===== config.mk =====
export PLATFORM = sky130hd
export DESIGN_NAME = hcs_top
export DESIGN_NICKNAME = d
export VERILOG_FILES = /design/src/rtl/hcs_pkg.sv /design/src/rtl/hcs_state_fsm.sv /design/src/rtl/hcs_cfg_bits.sv /design/src/rtl/hcs_sof_timer.sv /design/src/rtl/hcs_top.sv
export SDC_FILE = /design/constraint.sdc
export NUM_CORES = 1
export LEC_CHECK = 0
export CELL_PAD_IN_SITES_DETAIL_PLACEMENT = 1
export CELL_PAD_IN_SITES_GLOBAL_PLACEMENT = 1
export CORE_MARGIN = 2
export CORE_UTILIZATION = 17
export CTS_CLUSTER_SIZE = 20
export DETAILED_ROUTE_END_ITERATION = 16
export PLACE_DENSITY_LB_ADDON = 0.3
export SYNTH_ARGS = -nofsm -noshare
export SYNTH_HDL_FRONTEND = slang
export SYNTH_HIERARCHICAL = 1
export SYNTH_SLANG_ARGS = --single-unit
export TNS_END_PERCENT = 30

===== constraint.sdc =====
create_clock -name clk -period 3.8 [get_ports clk]
set_clock_uncertainty 0.2 [all_clocks]
set_input_delay 0.57 -clock clk [delete_from_list [all_inputs] [get_ports clk]]
set_output_delay 0.57 -clock clk [all_outputs]
set_load 0.1 [all_outputs]

===== src/rtl/hcs_pkg.sv =====
package hcs_pkg;
  typedef enum logic [1:0] {
    ST_RESET = 2'b00,
    ST_RESUME = 2'b01,
    ST_OPER  = 2'b10,
    ST_SUSP  = 2'b11
  } hcs_state_e;

  localparam int REG_W     = 32;
  localparam int STATE_LSB = 6;
  localparam int BIT_ROUTE = 8;
  localparam int BIT_WCONN = 9;
  localparam int BIT_WEN   = 10;
endpackage


===== src/rtl/hcs_state_fsm.sv =====
module hcs_state_fsm
  import hcs_pkg::*;
(
  input  logic       clk,
  input  logic       rst_n,
  input  logic       sw_reset,
  input  logic       wr_en,
  input  logic [1:0] wr_state,
  input  logic       resume_det,
  output hcs_state_e state
);
  hcs_state_e state_nxt;

  always_comb begin
    state_nxt = state;
    if (sw_reset)
      state_nxt = ST_SUSP;
    else if (wr_en)
      state_nxt = hcs_state_e'(wr_state);
    else if (resume_det && state == ST_SUSP)
      state_nxt = ST_RESUME;
  end

  always_ff @(posedge clk) begin
    if (!rst_n) state <= ST_RESET;
    else        state <= state_nxt;
  end

  // no self-initiated change outside suspend
  assert_hold_outside_susp_R4: assert property (@(posedge clk) disable iff (!rst_n)
    (!sw_reset && !wr_en && state != ST_SUSP) |=> $stable(state));
  // software reset lands in suspend
  assert_swrst_susp_R2: assert property (@(posedge clk) disable iff (!rst_n)
    sw_reset |=> state == ST_SUSP);
endmodule


===== src/rtl/hcs_cfg_bits.sv =====
module hcs_cfg_bits (
  input  logic clk,
  input  logic rst_n,
  input  logic sw_reset,
  input  logic wr_en,
  input  logic wen_in,
  input  logic wconn_in,
  input  logic route_in,
  input  logic resume_det,
  output logic wake_en,
  output logic wake_conn,
  output logic route_smi,
  output logic wakeup_req
);
  always_ff @(posedge clk) begin
    if (!rst_n) begin
      wake_en    <= 1'b0;
      wake_conn  <= 1'b0;
      route_smi  <= 1'b0;
      wakeup_req <= 1'b0;
    end else begin
      if (wr_en && !sw_reset) begin
        wake_en   <= wen_in;
        wake_conn <= wconn_in;
        route_smi <= route_in;
      end
      wakeup_req <= wake_en && resume_det;
    end
  end

  // a wakeup pulse is always preceded by a resume
  assert_wake_after_resume_R7: assert property (@(posedge clk) disable iff (!rst_n)
    wakeup_req |-> $past(resume_det));
endmodule


===== src/rtl/hcs_sof_timer.sv =====
module hcs_sof_timer #(
  parameter int TICKS = 2
) (
  input  logic clk,
  input  logic rst_n,
  input  logic in_oper,
  input  logic tick_1ms,
  output logic sof_en
);
  localparam int CNT_W = $clog2(TICKS + 1);
  localparam logic [CNT_W-1:0] CNT_MAX = CNT_W'(TICKS);

  logic [CNT_W-1:0] cnt;

  always_ff @(posedge clk) begin
    if (!rst_n || !in_oper)
      cnt <= '0;
    else if (tick_1ms && cnt != CNT_MAX)
      cnt <= cnt + 1'b1;
  end

  assign sof_en = in_oper && (cnt == CNT_MAX);
endmodule


===== src/rtl/hcs_top.sv =====
module hcs_top
  import hcs_pkg::*;
#(
  parameter int SOF_TICKS = 2
) (
  input  logic                clk,
  input  logic                rst_n,
  input  logic                sw_reset,
  input  logic                wr_en,
  input  logic [REG_W-1:0]    wr_data,
  output logic [REG_W-1:0]    rd_data,
  input  logic                resume_det,
  input  logic                tick_1ms,
  input  logic                irq_src,
  output logic [1:0]          state,
  output logic                sof_en,
  output logic                root_rst_req,
  output logic                wakeup_req,
  output logic                irq_norm,
  output logic                irq_smi
);
  hcs_state_e st;
  logic wake_en, wake_conn, route_smi;

  hcs_state_fsm u_fsm (
    .clk(clk), .rst_n(rst_n), .sw_reset(sw_reset), .wr_en(wr_en),
    .wr_state(wr_data[STATE_LSB +: 2]), .resume_det(resume_det), .state(st)
  );

  hcs_cfg_bits u_cfg (
    .clk(clk), .rst_n(rst_n), .sw_reset(sw_reset), .wr_en(wr_en),
    .wen_in(wr_data[BIT_WEN]), .wconn_in(wr_data[BIT_WCONN]),
    .route_in(wr_data[BIT_ROUTE]), .resume_det(resume_det),
    .wake_en(wake_en), .wake_conn(wake_conn), .route_smi(route_smi),
    .wakeup_req(wakeup_req)
  );

  hcs_sof_timer #(.TICKS(SOF_TICKS)) u_sof (
    .clk(clk), .rst_n(rst_n), .in_oper(st == ST_OPER),
    .tick_1ms(tick_1ms), .sof_en(sof_en)
  );

  always_comb begin
    rd_data = '0;
    rd_data[STATE_LSB +: 2] = st;
    rd_data[BIT_ROUTE]      = route_smi;
    rd_data[BIT_WCONN]      = wake_conn;
    rd_data[BIT_WEN]        = wake_en;
  end

  assign state        = st;
  assign root_rst_req = (st == ST_RESET);
  assign irq_norm     = irq_src && !route_smi;
  assign irq_smi      = irq_src && route_smi;

  // frames never start without two cycles in the operational state
  assert_sof_needs_oper_R5: assert property (@(posedge clk) disable iff (!rst_n)
    sof_en |-> (st == ST_OPER && $past(st) == ST_OPER));
  // a routed interrupt appears on exactly one line
  assert_irq_one_line_R8: assert property (@(posedge clk) disable iff (!rst_n)
    irq_src |-> (irq_norm != irq_smi));
  // reset signaling requested only in the reset state
  assert_rootrst_R9: assert property (@(posedge clk) disable iff (!rst_n)
    root_rst_req |-> (rd_data[STATE_LSB +: 2] == 2'b00));
endmodule


# Word-level counts from Yosys, hierarchy flattened
# Cells that the tools add are included.
[word_totals]
in_bits = 39
ram_bits = 0
output_inout_bits = 39
rom_bits = 0
register_bits = 8
memories = 0
elab_cells = 28
latchBits = 0
[classes]
add_sub_neg = 1
n_lt_le_gt_ge = 0
shifts = 0
mul = 0
reduce_logical = 14
mux = 3
div = 0
eq_ne = 4
bitwise = 0
[ops]
columns = ["cell", "n"]
rows = [
  ["1-bit logical AND", 7],
  ["2-bit == test, second input constant", 3],
  ["2-bit 2-to-1 mux", 3],
  ["1-bit zero test", 4],
  ["3-bit nonzero test", 1],
  ["2-bit by 1-bit adder with 2-bit output, second input constant", 1],
  ["2-bit zero test", 1],
  ["2-bit != test, second input constant", 1],
  ["1-bit logical OR", 1],
]

# Longest topological paths before layout
# Gate-level depths: netlist of the first run.
[depth]
depth_word = 5
ltp_mapped = 5
depth_no_buf = 5

# By module
# The synthesis of the first run kept the hierarchy.
[by_module_without_submodules]
columns = ["mod", "instances", "cells_each", "seq_area_each_um2", "area_each_um2"]
rows = [
  ["hcs_top", 1, 37, 0.0, 270.3],
  ["hcs_cfg_bits", 1, 15, 80.1, 153.9],
  ["hcs_sof_timer", 1, 11, 40.0, 112.6],
  ["hcs_state_fsm", 1, 8, 40.0, 82.6],
]

# Worst setup path before layout of the first run
# No wires, ideal clock.
[synth_path]
path_kind = "register -> output"
from = "reg u_fsm.state[0]"
to = "out root_rst_req"
stages_incl_launch_ff = 2
n_path_buf = 0
required_ps = 3030
arrival_ps = 2085
path_slack_ps = 945
path_cell_list = "dfxtp_1 > nor2_1"
[synth_between]
elab_chain_cells = 1
[synth_lines]
columns = ["item", "line_no", "source"]
rows = [
  ["start, declared", "hcs_state_fsm.sv:10", "output hcs_state_e state"],
  ["start signal, assigned", "hcs_state_fsm.sv:26", "else state <= state_nxt;"],
  ["2-bit zero test", "hcs_top.sv:52", "assign root_rst_req = (st == ST_RESET);"],
  ["end, declared", "hcs_top.sv:17", "output logic root_rst_req,"],
]
# No other way between the ends.

# Worst setup path after layout of the first run
[layout_path]
from = "reg u_fsm.state[1]"
to = "out root_rst_req"
# The elaborated chain is that of the path after synthesis.

==> impl_metrics.env, run 1 <==
export IMPL_status="finished clean"
export IMPL_wl_microns=1190
export IMPL_finalSetupViolCount=0
export IMPL_ant_nets=0
export IMPL_grt_pass1_vias=435
export IMPL_ys_flop_type="dfxtp_1"
export IMPL_layout_common_cells="conb_1, clkdlybuf4s50_1, nand2_1, dfxtp_1"
export IMPL_fin_hold_ws_ns=0.264
export IMPL_cts_hold_fix_buffers=0
export IMPL_post_place_ws_ns=1.45
export IMPL_yosys_area_top_type="buf_4"
export IMPL_die_w_microns=64.4
export IMPL_maxCapViolations=0
export IMPL_rows=21
export IMPL_numCtsBuffers=3
export IMPL_antenna_found_initial=0
export IMPL_final_util_pct=22.8
export IMPL_synth_area_leaders="buf_4, dfxtp_1, mux2i_1, nand2_1, nor2b_4"
export IMPL_diodes=0
export IMPL_cp_max_fo=5
export IMPL_setup_slack_ns=1.20
export IMPL_hold_depth=2
export IMPL_clock_sinks=8
export IMPL_start_util_pct=18.1
export IMPL_routed_via_density=3.15
export IMPL_nNetsFinal=133
export IMPL_end_kind="output pin"
export IMPL_clk_insertion_delay_late_ns=0.25
export IMPL_drt_iter0_drc=4
export IMPL_finalMaxSlewViolations=0
export IMPL_r2r_start="u_sof/cnt[0]"
export IMPL_cts_resized=0
export IMPL_io_pins=78
export IMPL_ys_warn_count=6
export IMPL_final_common_cell="conb_1"
export IMPL_cp_data_arrival_time_ns=1.83
export IMPL_worstReg2RegEnd="u_sof/cnt[1]"
export IMPL_synthArstFlopShare_pct=0
export IMPL_synth_area_sq_um=619
export IMPL_hold_path_end="u_cfg/wake_conn"
export IMPL_grt_max_degree=11
export IMPL_rsz0062_at_grt="false"
export IMPL_die_area_sq_mm=0.00414
export IMPL_tightestPinTransition_ns=0.981
export IMPL_fin_cells=137
export IMPL_tns_ns=0
export IMPL_die_height_microns=64.4
export IMPL_max_vdd_ir_drop_mv=0.0757
export IMPL_syn2layout_area_growth_pct=25.9
export IMPL_h_tree_depth=1
export IMPL_p_leak_nw=0.346
export IMPL_grt_pass1_wl_microns=1840
export IMPL_dr_pass1_iters=2
export IMPL_required_ns=3.03
export IMPL_core_sq_mm=0.00342
export IMPL_synth_cells=71
export IMPL_ys_seq_elements=8
export IMPL_cts_tree="built"
export IMPL_fmax_mhz=384
export IMPL_postCtsSetupRepairBufs=0
export IMPL_path_class="reg2out"
export IMPL_synthDistinctLibCells=21
export IMPL_min_period_over_period_pct=68.5
export IMPL_overflow=0
export IMPL_worstHoldStart="u_cfg/wake_conn"
export IMPL_vias=431
export IMPL_wl_per_cell_microns=8.65
export IMPL_layout_drive_gt1_share_pct=15.4
export IMPL_track_usage_pct=5.79
export IMPL_min_period_ns=2.60
export IMPL_worstSetupStartpointType="flip-flop"
export IMPL_avgSynthCellArea_sq_um=8.72
export IMPL_io_buffers=23
export IMPL_place_congestion=0.650
export IMPL_powerDensity_mw_per_mm2=470
export IMPL_placed_cells=134
export IMPL_yosysSeqAreaShare_pct=25.9
export IMPL_root_buffer="clkbuf_4"
export IMPL_synth_top_area_share_pct=38.8
export IMPL_cts_buffer_depth=2
export IMPL_rrSetupSlack_ns=2.52
export IMPL_min_path_type="reg2reg"
export IMPL_ff2ff_path_depth=5
export IMPL_synth_edf_count=0
export IMPL_relSlewSlack_pct=34.4
export IMPL_hold_viol=0
export IMPL_drc=0
export IMPL_path_clk_slew_ns=0.05
-- Yosys cell counts, types with 2 or more instances --
cell,instances
and2_2,2
buf_4,32
dfxtp_1,8
mux2i_1,3
nand2_1,8
nor2_1,2
nor2b_4,2
-- metrics by stage --
| stage | cell area, sq um | total power, W |
|---|---|---|
| finish | 779 | 0.000366 |
| global route | 779 | 0.000382 |
| CTS | 779 | 0.000371 |
| detailed placement | 757 | 0.000304 |
| global placement | 757 | 0.000303 |
| floorplan | 717 | 0.000300 |
-- worst max path at each step --
| stage | startpoint | endpoint | slack (ns) |
|---|---|---|---|
| 2_1_floorplan | u_fsm/state[0] | root_rst_req | 0.94 |
| 3_3_place_gp | u_fsm/state[0] | root_rst_req | 1.46 |
| 3_5_place_dp | u_fsm/state[0] | state[0] | 1.45 |
| 4_1_cts | u_fsm/state[0] | state[0] | 1.17 |
| 5_1_grt | u_fsm/state[0] | state[0] | 1.14 |
| 6_report | u_fsm/state[1] | root_rst_req | 1.20 |
-- state kept, by name, indices dropped and copies added (netlist names) --
name and cells:
u_cfg/route_smi 1, u_cfg/wakeup_req 1, u_cfg/wake_en 1, u_cfg/wake_conn 1
u_fsm/state 2, u_sof/cnt 2
-- cell families (layout without fill, tap and decap cells) --
kind of cell               Yosys count  in the layout  share of synthesized area, %
muxes                                4              4                          6.67
xor gates and xnor gates             1              1                          1.41
DFF                                  8              8                          25.9
buffers and inverters               33             27                          39.4
other                                1             27                         0.605
and+or+nand+nor                     19             19                          18.8
AOI/OAI and AO/OA                    4              4                          5.25
adders and majority gates            1              1                          2.02
-- report_power, final --
group	switching (W)	internal, W
clock	0.0000277	0.0000361
sequential	0.00000362	0.0000880
combinational	0.000181	0.0000292
-- critical path: stages, from the launching register on --
cell	delay, ns
dfxtp_1	0.34
nor2_1	0.11
clkdlybuf4s50_1	1.14
-- area by class of cell --
cell class	instances	area (sq um)
sequential	8	160
fill	419	2640
clock buffer	3	22.5
tap	46	57.6
inverter	1	3.75
multi-input combinational	56	313
timing repair buffer	23	223
-- metal layers --
| layer | track usage, % | wire [microns] | up-vias |
|---|---|---|---|
| met5 | 0 | 0 | - |
| met2 | 10.4 | 593 | 32 |
| li1 | - | - | 206 |
| met4 | 3.99 | 17 | 0 |
| met1 | 5.50 | 452 | 191 |
| met3 | 1.94 | 123 | 2 |
(Power assumes the default switching activity.)
==> run 2: changes to the inputs <==
--- a/config.mk
+++ b/config.mk
@@ -8,7 +8,7 @@
 export CELL_PAD_IN_SITES_DETAIL_PLACEMENT = 1
 export CELL_PAD_IN_SITES_GLOBAL_PLACEMENT = 1
 export CORE_MARGIN = 2
-export CORE_UTILIZATION = 17
+export CORE_UTILIZATION = 14
 export CTS_CLUSTER_SIZE = 20
 export DETAILED_ROUTE_END_ITERATION = 16
 export PLACE_DENSITY_LB_ADDON = 0.3
==> constraint.sdc (replaced) <==
create_clock -name clk -period 2.1 [get_ports clk]
set_clock_uncertainty 0.2 [all_clocks]
set_input_delay 0.315 -clock clk [delete_from_list [all_inputs] [get_ports clk]]
set_output_delay 0.315 -clock clk [all_outputs]
set_load 0.1 [all_outputs]
==> impl_metrics.env, run 2 (synthesis gave the netlist of run 1 again) <==
export IMPL_dpl_instance_area_sq_um=821
export IMPL_finalSetupViolCount=0
export IMPL_required_ns=1.58
export IMPL_place_congestion=0.619
export IMPL_wl_per_cell_microns=8.57
export IMPL_path_clk_slew_ns=0.04
export IMPL_tns_ns=0
export IMPL_hold_depth=2
export IMPL_cp_max_fo=6
export IMPL_p_leak_nw=0.390
export IMPL_max_stage_delay_ns=0.53
export IMPL_rows=24
export IMPL_finalMaxSlewViolations=0
export IMPL_root_buffer="clkbuf_8"
export IMPL_die_height_microns=70.5
export IMPL_cts_tree="built"
export IMPL_worstReg2RegEnd="u_sof/cnt[0]"
export IMPL_crit_family="flip-flops"
export IMPL_clk_insertion_delay_late_ns=0.22
export IMPL_max_vdd_ir_drop_mv=0.152
export IMPL_end_kind="output pin"
export IMPL_dr_pass1_iters=1
export IMPL_slowest_stage="dfxtp_1"
export IMPL_min_period_over_period_pct=84.5
export IMPL_clock_sinks=8
export IMPL_fmax_mhz=564
export IMPL_total_power_w=0.000748
export IMPL_wl_microns=1230
export IMPL_min_period_ns=1.77
export IMPL_hold_path_end="u_cfg/wake_en"
export IMPL_rsz0062_at_grt="false"
export IMPL_io_buffers=23
export IMPL_rrSetupSlack_ns=0.82
export IMPL_worstSetupStartpointType="flip-flop"
export IMPL_die_area_sq_mm=0.00497
export IMPL_ant_nets=0
export IMPL_r2r_start="u_sof/cnt[0]"
export IMPL_layout_drive_gt1_share_pct=27.5
export IMPL_cts_buffer_depth=2
export IMPL_cp_data_arrival_time_ns=1.26
export IMPL_postCtsSetupRepairBufs=0
export IMPL_nNetsFinal=133
export IMPL_setup_slack_ns=0.326
export IMPL_syn2layout_area_growth_pct=39.2
export IMPL_drc=0
export IMPL_status="finished clean"
export IMPL_maxCapViolations=0
export IMPL_io_pins=78
export IMPL_grt_pass1_vias=368
export IMPL_path_class="reg2out"
export IMPL_hold_viol=0
export IMPL_cts_resized=0
export IMPL_stdcell_area_sq_um=862
export IMPL_min_path_type="reg2reg"
export IMPL_antenna_found_initial=0
export IMPL_numCtsBuffers=3
export IMPL_top_regs="u_fsm/state (2), u_sof/cnt (2)"
export IMPL_h_tree_depth=1
export IMPL_routed_via_density=2.93
export IMPL_track_usage_pct=4.58
export IMPL_vias=419
export IMPL_crit_cells=3
export IMPL_critPathLaunch="u_fsm/state[0]"
export IMPL_cts_hold_fix_buffers=0
export IMPL_drt_iter0_drc=0
export IMPL_grt_pass1_wl_microns=1700
export IMPL_core_sq_mm=0.00429
export IMPL_hpwlAfterDp_microns=1070
export IMPL_layout_common_cells="conb_1, clkdlybuf4s50_1, nand2_1"
export IMPL_crit_buf_inv=1
export IMPL_post_place_ws_ns=0.438
export IMPL_die_w_microns=70.5
export IMPL_diodes=0
export IMPL_worstHoldStart="u_cfg/wake_en"
export IMPL_crit_chain="nor2b_1 > and2_2 > buf_12"
export IMPL_fin_hold_ws_ns=0.268
export IMPL_start_util_pct=14.4
export IMPL_grt_max_degree=11
export IMPL_final_common_cell="conb_1"
export IMPL_powerDensity_mw_per_mm2=867
export IMPL_ff2ff_path_depth=5
export IMPL_overflow=0
[run 2: changes by cell type in the layout (fill, tap and decap cells not counted)]
cell             before  now
clkdlybuf4s50_1      20   11
buf_12                0    6
buf_4                 3    6
clkbuf_4              3    0
clkbuf_8              0    3
dfxtp_1               8    7
dfxtp_2               0    1
nor2_1                2    1
nor2_2                1    2
[run 2: power by group]
part | leakage (nW) | internal [W] | total (W) | switching (W)
Sequential | 0.0658 | 0.000160 | 0.000169 | 0.00000910
Clock | 0.0216 | 0.000124 | 0.000182 | 0.0000578
Combinational | 0.302 | 0.0000663 | 0.000397 | 0.000330
Total | 0.390 | 0.000351 | 0.000748 | 0.000397
[run 2: area by class of cell]
| cell class | count | area, sq um |
|---|---|---|
| clock buffer | 3 | 41.3 |
| fill | 521 | 3430 |
| inverter | 1 | 3.75 |
| multi-input combinational | 56 | 315 |
| sequential | 8 | 161 |
| tap | 52 | 65.1 |
| timing repair buffer | 23 | 275 |
[run 2: how the worst max path moves through the flow]
stage | to | slack (ns)
after floorplan | root_rst_req | -0.04
after global placement | u_fsm/state[0] | 0.45
after detailed placement | u_fsm/state[0] | 0.44
after CTS | sof_en | 0.31
after global routing | sof_en | 0.28
final | sof_en | 0.33
[run 2: stage by stage]
step,std cells,util [%]
6_report,143,20.1
5_1_grt,143,20.1
4_1_cts,143,20.1
3_5_place_dp,140,19.1
3_3_place_gp,140,19.1
2_1_floorplan,97,-
[run 2: worst min-delay path, cell delays in order, from the launching register on]
cell and delay (ns):
dfxtp_1 0.31, nand2_1 0.06, mux2i_1 0.05
[run 2: per-layer routing]
layer / track usage (%) / wire, microns
met1: 4.51 / 455
met2: 7.76 / 671
met3: 1.88 / 89
met4: 3.21 / 8
met5: 0 / 0
